## config.mk

```make
export PLATFORM = sky130hd
export DESIGN_NAME = logic_shift_unit
export DESIGN_NICKNAME = d
export VERILOG_FILES = /design/src/rtl/logic_shift_unit.sv
export SDC_FILE = /design/constraint.sdc
export NUM_CORES = 1
export LEC_CHECK = 0
export ABC_AREA = 1
export CAP_MARGIN = 20
export CORE_AREA = 8 8 180 182
export DETAILED_ROUTE_END_ITERATION = 16
export DIE_AREA = 0 0 188 190
export PLACE_DENSITY_LB_ADDON = 0.2
export SETUP_SLACK_MARGIN = 0.5
export SYNTH_ARGS = -nofsm -noshare
export SYNTH_HDL_FRONTEND = slang
export SYNTH_SLANG_ARGS = --single-unit
```

## constraint.sdc

```tcl
create_clock -name clk -period 2.3 [get_ports clk]
set_input_delay 0.46 -clock clk [delete_from_list [all_inputs] [get_ports clk]]
set_output_delay 0.46 -clock clk [all_outputs]
set_load 0.005 [all_outputs]
```

## src/rtl/logic_shift_unit.sv

```systemverilog
module logic_shift_unit #(
  parameter int W = 32
) (
  input  logic         clk,
  input  logic         rst,
  input  logic         in_valid,
  input  logic [3:0]   op_sel,
  input  logic         rec_en,
  input  logic [W-1:0] src_a,
  input  logic [W-1:0] src_b,
  input  logic         so_in,
  output logic         out_valid,
  output logic [W-1:0] result,
  output logic [3:0]   cond,
  output logic         carry
);
  localparam int SH = $clog2(W) + 1;

  logic [SH-1:0] amt;
  logic          big;
  logic [SH-2:0] n;
  logic          sgn;
  logic [W-1:0]  lost;
  logic [W-1:0]  res_d;
  logic          cy_d;

  assign amt  = src_b[SH-1:0];
  assign big  = amt[SH-1];
  assign n    = amt[SH-2:0];
  assign sgn  = src_a[W-1];
  assign lost = big ? src_a : (src_a & ~({W{1'b1}} << n));

  always_comb begin
    res_d = '0;
    cy_d  = 1'b0;
    case (op_sel)
      4'd0: res_d = src_a | src_b;
      4'd1: res_d = src_a | ~src_b;
      4'd2: res_d = src_a ^ src_b;
      4'd3: res_d = ~(src_a & src_b);
      4'd4: res_d = ~(src_a | src_b);
      4'd5: res_d = ~(src_a ^ src_b);
      4'd6: res_d = big ? '0 : (src_a << n);
      4'd7: res_d = big ? '0 : (src_a >> n);
      4'd8: begin
        res_d = big ? {W{sgn}} : W'($signed(src_a) >>> n);
        cy_d  = sgn & (|lost);
      end
      default: res_d = '0;
    endcase
  end

  always_ff @(posedge clk) begin
    if (rst) begin
      out_valid <= 1'b0;
      result    <= '0;
      carry     <= 1'b0;
      cond      <= '0;
    end else begin
      out_valid <= in_valid;
      if (in_valid) begin
        result <= res_d;
        carry  <= cy_d;
        if (rec_en)
          cond <= {res_d[W-1], ~res_d[W-1] & (|res_d), ~(|res_d), so_in};
      end
    end
  end

  a_r7_valid_follows: assert property (@(posedge clk) disable iff (rst)
    in_valid |=> out_valid);
  a_r7_idle_follows: assert property (@(posedge clk) disable iff (rst)
    !in_valid |=> (!out_valid && $stable(result) && $stable(cond) && $stable(carry)));
  a_r6_cond_held: assert property (@(posedge clk) disable iff (rst)
    (in_valid && !rec_en) |=> $stable(cond));
  a_r5_one_relation: assert property (@(posedge clk) disable iff (rst)
    (in_valid && rec_en) |=> ($countones(cond[3:1]) == 1 && cond[1] == (result == '0)));
  a_r4_carry_negative: assert property (@(posedge clk) disable iff (rst)
    carry |-> result[W-1]);
  a_r4_carry_only_sraw: assert property (@(posedge clk) disable iff (rst)
    (in_valid && op_sel != 4'd8) |=> !carry);
endmodule

```

Word-level counts from Yosys, hierarchy flattened
Index checks and enable logic that the tools add are counted.
{"block": "classes", "n_addsub": 0, "div": 0, "n_bitwise": 14, "eq_ne": 8, "n_mux": 6, "n_mul": 0, "n_shift": 4, "magnitude_cmp": 0, "reduce_logical": 4}
{"op": "case mux 32 bit (9 select lines)", "n": 1}
{"op": "NOT 32 bit", "n": 5}
{"op": "two-way mux 32 bit", "n": 4}
{"op": "bitwise AND 32 bit", "n": 2}
{"op": "OR 32 bit", "n": 2}
{"op": "OR reduction 32 bit", "n": 2}
{"op": "<< shifter 32 x 5 -> 32 bit", "n": 1}
{"op": "<< shifter 32 x 5 -> 32 bit (first input constant)", "n": 1}
{"op": ">> shifter 32 x 5 -> 32 bit", "n": 1}
{"op": ">>> shifter 32 x 5 -> 32 bit", "n": 1}
{"op": "bitwise XOR 32 bit", "n": 1}
{"op": "equality test 4 x 3 -> 1 bit (second input constant)", "n": 4}
{"op": "equality test 4 x 2 -> 1 bit (second input constant)", "n": 2}
{"op": "equality test 4 x 1 -> 1 bit (second input constant)", "n": 1}
{"op": "equality test 4 bit (second input constant)", "n": 1}
{"op": "logical NOT 4 bit", "n": 1}
{"op": "bitwise AND 1 bit", "n": 2}
{"op": "NOT 1 bit", "n": 2}
{"op": "AND reduction 2 bit", "n": 1}
{"op": "two-way mux 1 bit", "n": 1}
{"block": "totals", "ram_bits": 0, "inputBits": 73, "latch_bits": 0, "out_inout_bits": 38, "mem_count": 0, "ff_bits": 38, "rom_bits": 0, "wordCells": 40}

Logic depth before layout (Yosys ltp)
Gate-level depths: netlist (run 1).
{"block": "logic_depth", "depth_word": 7, "depth_mapped": 23}

Worst setup path before layout (run 1)
OpenSTA, ideal clock, no wires.
{"block": "synth_path", "path_kind": "input -> register", "startpoint": "input src_b[4]", "endpoint": "register cond[2]", "arrival_ns": 2.234, "path_slack_ns": -0.050, "stages": 16, "t_required_ns": 2.184, "path_cell_list": "buf_4 > clkinv_1 > buf_2 > ha_1 > nand2_1 > o21ai_0 > nor2_1 > nand3_1 > a21oi_1 > nand2_1 > nor2_1 > nand3_1 > nor2_2 > nand3_2 > nand2_1 > a21oi_1"}
{"block": "synth_between", "elab_chain_len": 5, "word_cells_on_any_way": 18, "cone_classes": "shift (3); mux (4); bitwise (10); reduce/logical (1)"}
{"item": "start, declared", "line": "10", "source": "input logic [W-1:0] src_b,"}
{"item": ">>> shifter 32 x 5 -> 32 bit, or another cell as far along", "line": "46", "source": "res_d = big ? {W{sgn}} : W'($signed(src_a) >>> n);"}
{"item": "two-way mux 32 bit, or another cell as far along", "line": "46"}
{"item": "case mux 32 bit (9 select lines) (*)", "line": "36", "source": "case (op_sel)"}
{"item": "OR reduction 32 bit / NOT 1 bit (equally long branches)", "line": "65", "source": "cond <= {res_d[W-1], ~res_d[W-1] & (|res_d), ~(|res_d), so_in};"}
{"item": "bitwise AND 1 bit (*)", "line": "65"}
{"item": "end signal, assigned", "line": "65"}
{"item": "end, declared", "line": "14", "source": "output logic [3:0] cond,"}
Every way passes the cells marked *; elsewhere a longest branch is shown, timed or not.
A chain may end at the register's enable or synchronous reset.

Worst setup path after layout (run 1)
{"block": "layout_path", "startpoint": "input src_b[0]", "endpoint": "register cond[2]"}
The elaborated chain is that of the path after synthesis.

==> results.json, run 1 <==
{
  "outcome": "finished with violations",
  "violations": "setup timing",
  "die_w_um": 188,
  "worstPathArrival_ns": 2.57,
  "drt_first_pass_iters": 6,
  "totalWireLength_um": 55000,
  "synth_cells": 1515,
  "multiInputGateArea_um2": 9650,
  "dr_wl_met3_um": 3880,
  "p_per_area_nw_per_um2": 276,
  "portBuffers": 110,
  "first_global_vias": 12900,
  "relSlewSlack": 0.515,
  "antenna_found_initial": 0,
  "end_kind": "register",
  "cts_tree": "yes",
  "tightest_slew_ns": 0.727,
  "vias": 13300,
  "ios": 111,
  "setup_viol": 2,
  "overflow": 0,
  "drive_above_1_share": 0.545,
  "reg2reg_depth": 2,
  "design.core.area_um2": 29400,
  "max_clock_freq_mhz": 416,
  "tns_ns": -0.151,
  "h-tree-depth": 2,
  "finalHoldViolCount": 0,
  "final_common_cell": "buf_4",
  "numCtsBuffers": 5,
  "yosysWarningCount": 0,
  "cts_hold_repair.buffers": 0,
  "clkSinkCount": 38,
  "hold_ws_ns": 0.451,
  "fin_skew_ns": 0,
  "die_y_um": 190,
  "p_total_mw": 4.85,
  "cts-root-buf": "clkbuf_16",
  "syn2layout_area_growth_pct": 109,
  "initial_core_util": 0.285,
  "rsz0062_at_grt": "true",
  "grt_max_degree": 32,
  "core.rowCount": 63,
  "wirelength_met1_um": 22100,
  "synth_cell_type_count": 49,
  "ys_ff_latch": 38,
  "grtUsageTotal": 0.284,
  "dieArea_um2": 35700,
  "top_layer": "met4",
  "min_period_ns": 2.40,
  "num_antenna_cells": 0,
  "grt_pass1_wl_um": 78400,
  "period_share": 1.05,
  "place.gp.congestion": 1.06,
  "required_ns": 2.46,
  "viasPerCell": 5.44,
  "wl_met2_um": 25100,
  "post-dp-hpwl_um": 41200,
  "cts_buffer_depth": 2,
  "detail_route.wl_per_cell_um": 22.4,
  "dp_slack_ns": -1.20,
  "layout.nets": 2233,
  "nFillCells": 2732,
  "ys_seq_area_frac": 0.0907,
  "maxSlewViolCount": 0,
  "clock_insertion_delay_worst_skew_ns": 0.28,
  "synthesis.nets": 1686,
  "final_antenna_net_count": 0,
  "hp-class": "reg2reg",
  "synth.cell_area_um2": 8390,
  "regArea_um2": 761,
  "cts.clk_slew.worst_paths_ns": 0.06,
  "maxCapViolCount": 0,
  "vdd_ir_drop_max_uv": 237,
  "avgSynthCellArea_um2": 5.54,
  "min_path_cells": 2,
  "power.static_leakage_nw": 8.54,
  "path_class": "in2reg",
  "most-common-layout-cells": "368 x buf_4, 297 x nand2_1, 138 x nand3_1",
  "remaining_drc_errors": 0,
  "crit_fanout": 7,
  "drt_iter0_markers": 1189,
  "setup_slack_ns": -0.105,
  "cp-start-kind": "primary input"
}
[cell type report]
cell class                      instances  share of cell area
Timing Repair inverter                  3             0.00384
Sequential cell                        38              0.0433
Inverter                              143              0.0354
Timing Repair Buffer                  610               0.333
Tap cell                              390              0.0278
Clock inverter                          2            0.000569
Multi-Input combinational cell       1261               0.549
Clock buffer                            5             0.00712
[kinds of logic after synthesis]
| group | Yosys count | synth area share |
|---|---|---|
| flops | 38 | 0.0907 |
| fa+ha+maj | 98 | 0.146 |
| buf+inv | 218 | 0.114 |
| simple gates | 952 | 0.499 |
| mux | 1 | 0.00119 |
| compound gates | 208 | 0.150 |
[worst paths after layout]
path	from	to	slack [ns]
setup / recovery	src_b[0]	cond[2]	-0.10
hold / removal	result[19]	result[19]	0.45
hold reg to reg	result[19]	result[19]	0.45
setup reg to reg	result[30]	result[30]	1.63
[Yosys cell counts, drive strengths merged]
library cell | instances | area [um2]
nand2 | 483 | 1840
nand3 | 300 | 1510
inv | 141 | 532
nor2 | 123 | 533
ha | 98 | 1230
o21ai | 83 | 415
buf | 57 | 347
a21oi | 40 | 211
dfxtp | 38 | 761
o22ai | 36 | 225
clkbuf | 18 | 67.6
o211ai | 16 | 120
a22o | 15 | 131
nand4 | 13 | 81.3
or2 | 9 | 56.3
nor3 | 8 | 50.1
nand3b | 7 | 52.6
nor4 | 6 | 43.8
and2 | 3 | 18.8
o2111ai | 3 | 26.3
o2bb2ai | 3 | 26.3
o31ai | 3 | 22.5
a211oi | 2 | 20.0
a31oi | 2 | 12.5
clkinv | 2 | 7.51
a21boi | 1 | 11.3
a221oi | 1 | 8.76
a2bb2oi | 1 | 8.76
mux2i | 1 | 10.0
o21a | 1 | 7.51
o221ai | 1 | 8.76
[state kept, by name, indices dropped and copies added, names as in the netlist]
name	count
carry	1
cond	4
out_valid	1
result	32
[what timing repair did]
item | 4_1_cts | 5_1_grt
pin swaps | 145 | 122
setup endpoints to repair | 36 | 36
buffers inserted | 47 | 41
cloned | 11 | 5
resized for setup | 628 | 390
endpoints found under the hold margin | 0 | 0
[metrics by stage]
step                      instance area [um2]  utilization  cells
after floorplan                          8620            -   1515
after detailed placement                12900        0.439   2341
after CTS                               15500        0.526   2406
after global placement                  12900        0.439   2341
final                                   17600        0.598   2452
after global routing                    17600        0.598   2452
[metal layers]
layer | track usage | vias up
met2 | 0.484 | 670
met4 | 0.136 | 0
li1 | - | 6164
met3 | 0.0309 | 200
met1 | 0.354 | 6297
met5 | 0 | -
[worst max-delay path, cell delays in order]
cell      delay [ns]
buf_12          0.11
buf_16          0.13
buf_12          0.15
nand2_4         0.06
buf_6           0.09
buf_4           0.09
nand3_1         0.09
nand2_2         0.10
nor2_1          0.05
o21ai_2         0.23
nand3_2         0.16
a21boi_4        0.21
nand2_1         0.07
nor2_1          0.11
nand2_2         0.08
nor2_4          0.12
nand3_2         0.09
nand2_1         0.08
a21oi_1         0.05
[where the power goes]
group / total, mW / switching [mW] / internal [mW]
registers: 0.723 / 0.0214 / 0.701
clock network: 0.643 / 0.252 / 0.391
logic: 3.48 / 1.89 / 1.60
total: 4.85 / 2.16 / 2.69
Note: power is estimated with default switching activity, not from simulation.
==> inputs of run 2 (changes only) <==
Settings changed: CAP_MARGIN 20 to 40.
==> results.json, run 2 (same netlist as run 1, synthesis figures left out) <==
{
  "clock_insertion_delay_worst_skew_ns": 0.28,
  "max_clock_freq_mhz": 420,
  "place.gp.congestion": 1.06,
  "wirelength_met1_um": 21400,
  "final_antenna_net_count": 0,
  "vias": 12800,
  "r2r_slack_ns": 1.58,
  "core.rowCount": 63,
  "tightest_slew_ns": 0.573,
  "crit_chain": "buf_12 -> buf_12 -> buf_12 -> nand2_4 -> buf_4 -> buf_4 -> nand3_2 -> nand2_2 -> nor2_1 -> o21ai_4 -> nand3_4 -> a21boi_4 -> nand2_1 -> nor2_1 -> nand2_2 -> nor2_4 -> nand3_2 -> nand2_1 -> a21oi_1",
  "period_share": 1.04,
  "finish.utilization": 0.556,
  "cts-root-buf": "clkbuf_16",
  "path_class": "in2reg",
  "hold_ws_ns": 0.451,
  "cp.buffers_inverters": 5,
  "remaining_drc_errors": 0,
  "r2r_start": "result[3]",
  "end_kind": "register",
  "dr_wl_met3_um": 3800,
  "cp-start-kind": "primary input",
  "drive_above_1_share": 0.497,
  "reg2reg_depth": 4,
  "top_layer": "met4",
  "multiInputGateArea_um2": 9000,
  "grt_pass1_wl_um": 77400,
  "grt_max_degree": 32,
  "setup_slack_ns": -0.0817,
  "grtUsageTotal": 0.280,
  "drt_first_pass_iters": 9,
  "cts_tree": "yes",
  "num_antenna_cells": 0,
  "numCtsBuffers": 5,
  "required_ns": 2.46,
  "power.static_leakage_nw": 8.07,
  "maxSlewViolCount": 0,
  "cts_hold_repair.buffers": 0,
  "cts_buffer_depth": 2,
  "die_y_um": 190,
  "critical_path.top_delay_family": "simple AND/OR/NAND/NOR gates",
  "detail_route.wl_per_cell_um": 21.6,
  "portBuffers": 110,
  "dieArea_um2": 35700,
  "critical_path.max_stage_delay_ns": 0.20,
  "die_w_um": 188,
  "largest_reg_flops": 32,
  "outcome": "finished with violations",
  "relSlewSlack": 0.618,
  "timing.rr.end": "result[3]",
  "wl_met2_um": 23900,
  "hp-start": "result[31]",
  "rsz0062_at_grt": "true",
  "min_path_cells": 2,
  "syn2layout_area_growth_pct": 94.9,
  "fin_skew_ns": 0,
  "finalHoldViolCount": 0,
  "nFillCells": 2874,
  "post-dp-hpwl_um": 41200,
  "antenna_found_initial": 0,
  "tns_ns": -0.125,
  "top_register": "result",
  "h-tree-depth": 2,
  "vdd_ir_drop_max_uv": 264,
  "cpMostUsedCell": "buf_12",
  "worstPathArrival_ns": 2.54,
  "final_common_cell": "buf_4",
  "cp_slowest_cell": "o21ai_4",
  "clkSinkCount": 38,
  "cts.clk_slew.worst_paths_ns": 0.05,
  "totalWireLength_um": 52300,
  "overflow": 0,
  "first_global_vias": 13000,
  "top_regs": "result: 32 flops, cond: 4 flops",
  "initial_core_util": 0.285,
  "p_per_area_nw_per_um2": 298,
  "ios": 111,
  "crit_fanout": 7,
  "regArea_um2": 761,
  "violations": "setup timing",
  "min_to": "result[31]",
  "maxCapViolCount": 0,
  "most-common-layout-cells": "384 x buf_4, 313 x nand2_1, 163 x nand3_1",
  "layout.nets": 2201,
  "design.core.area_um2": 29400,
  "setup_viol": 2,
  "min_period_ns": 2.38,
  "hp-class": "reg2reg",
  "drt_iter0_markers": 1027,
  "viasPerCell": 5.30
}
run 2: layout make-up:
| class | instances | share of cell area |
|---|---|---|
| Timing Repair Buffer | 577 | 0.322 |
| Clock inverter | 2 | 0.00367 |
| Multi-Input combinational cell | 1261 | 0.550 |
| Inverter | 143 | 0.0364 |
| Clock buffer | 6 | 0.00849 |
| Tap cell | 390 | 0.0298 |
| Sequential cell | 38 | 0.0465 |
| Timing Repair inverter | 4 | 0.00337 |
run 2: worst max-delay path by stage:
| stage | depth (start not counted) | endpoint | slack (ns) | startpoint |
|---|---|---|---|---|
| 2_1_floorplan | 19 | cond[2] | 0.18 | src_b[0] |
| 5_1_grt | 20 | cond[2] | -0.18 | src_b[0] |
| 6_report | 19 | cond[2] | -0.08 | src_b[0] |
| 3_3_place_gp | 19 | cond[2] | -1.22 | src_b[0] |
| 3_5_place_dp | 19 | cond[2] | -1.18 | src_b[0] |
| 4_1_cts | 18 | cond[2] | -0.04 | src_b[0] |
run 2: timing repair:
item / in CTS / in global routing
setup endpoints to repair: 36 / 36
cloned: 12 / 2
pin swaps: 155 / 55
setup buffers: 47 / 10
resized for setup: 557 / 247
run 2: worst reg2reg max path, cell delays in order (launching register included):
cell and delay [ns]:
dfxtp_1 0.32, nor2_1 0.12, nor2_1 0.07, o21ai_2 0.06
inv_1 0.05
run 2: power breakdown:
| group | switching (mW) | internal, mW | total (mW) |
|---|---|---|---|
| Sequential | 0.0212 | 0.701 | 0.722 |
| Combinational | 1.76 | 1.48 | 3.24 |
| Clock | 0.264 | 0.651 | 0.915 |
| Total | 2.04 | 2.84 | 4.88 |
run 2: through the flow:
| step | setup slack [ns] | area [um2] | std cells | total power, mW |
|---|---|---|---|---|
| after floorplan | 0.183 | 8620 | 1515 | 1.81 |
| after global routing | -0.183 | 16400 | 2421 | 5.13 |
| after detailed placement | -1.18 | 12900 | 2342 | 3.19 |
| final | -0.0817 | 16400 | 2421 | 4.88 |
| after global placement | -1.22 | 12900 | 2341 | 3.19 |
| after CTS | -0.0445 | 15400 | 2409 | 4.61 |
run 2: metal layers:
metal	vias up	track usage
li1	6104	-
met1	5964	0.346
met2	600	0.464
met3	170	0.0401
met4	0	0.154
met5	-	0
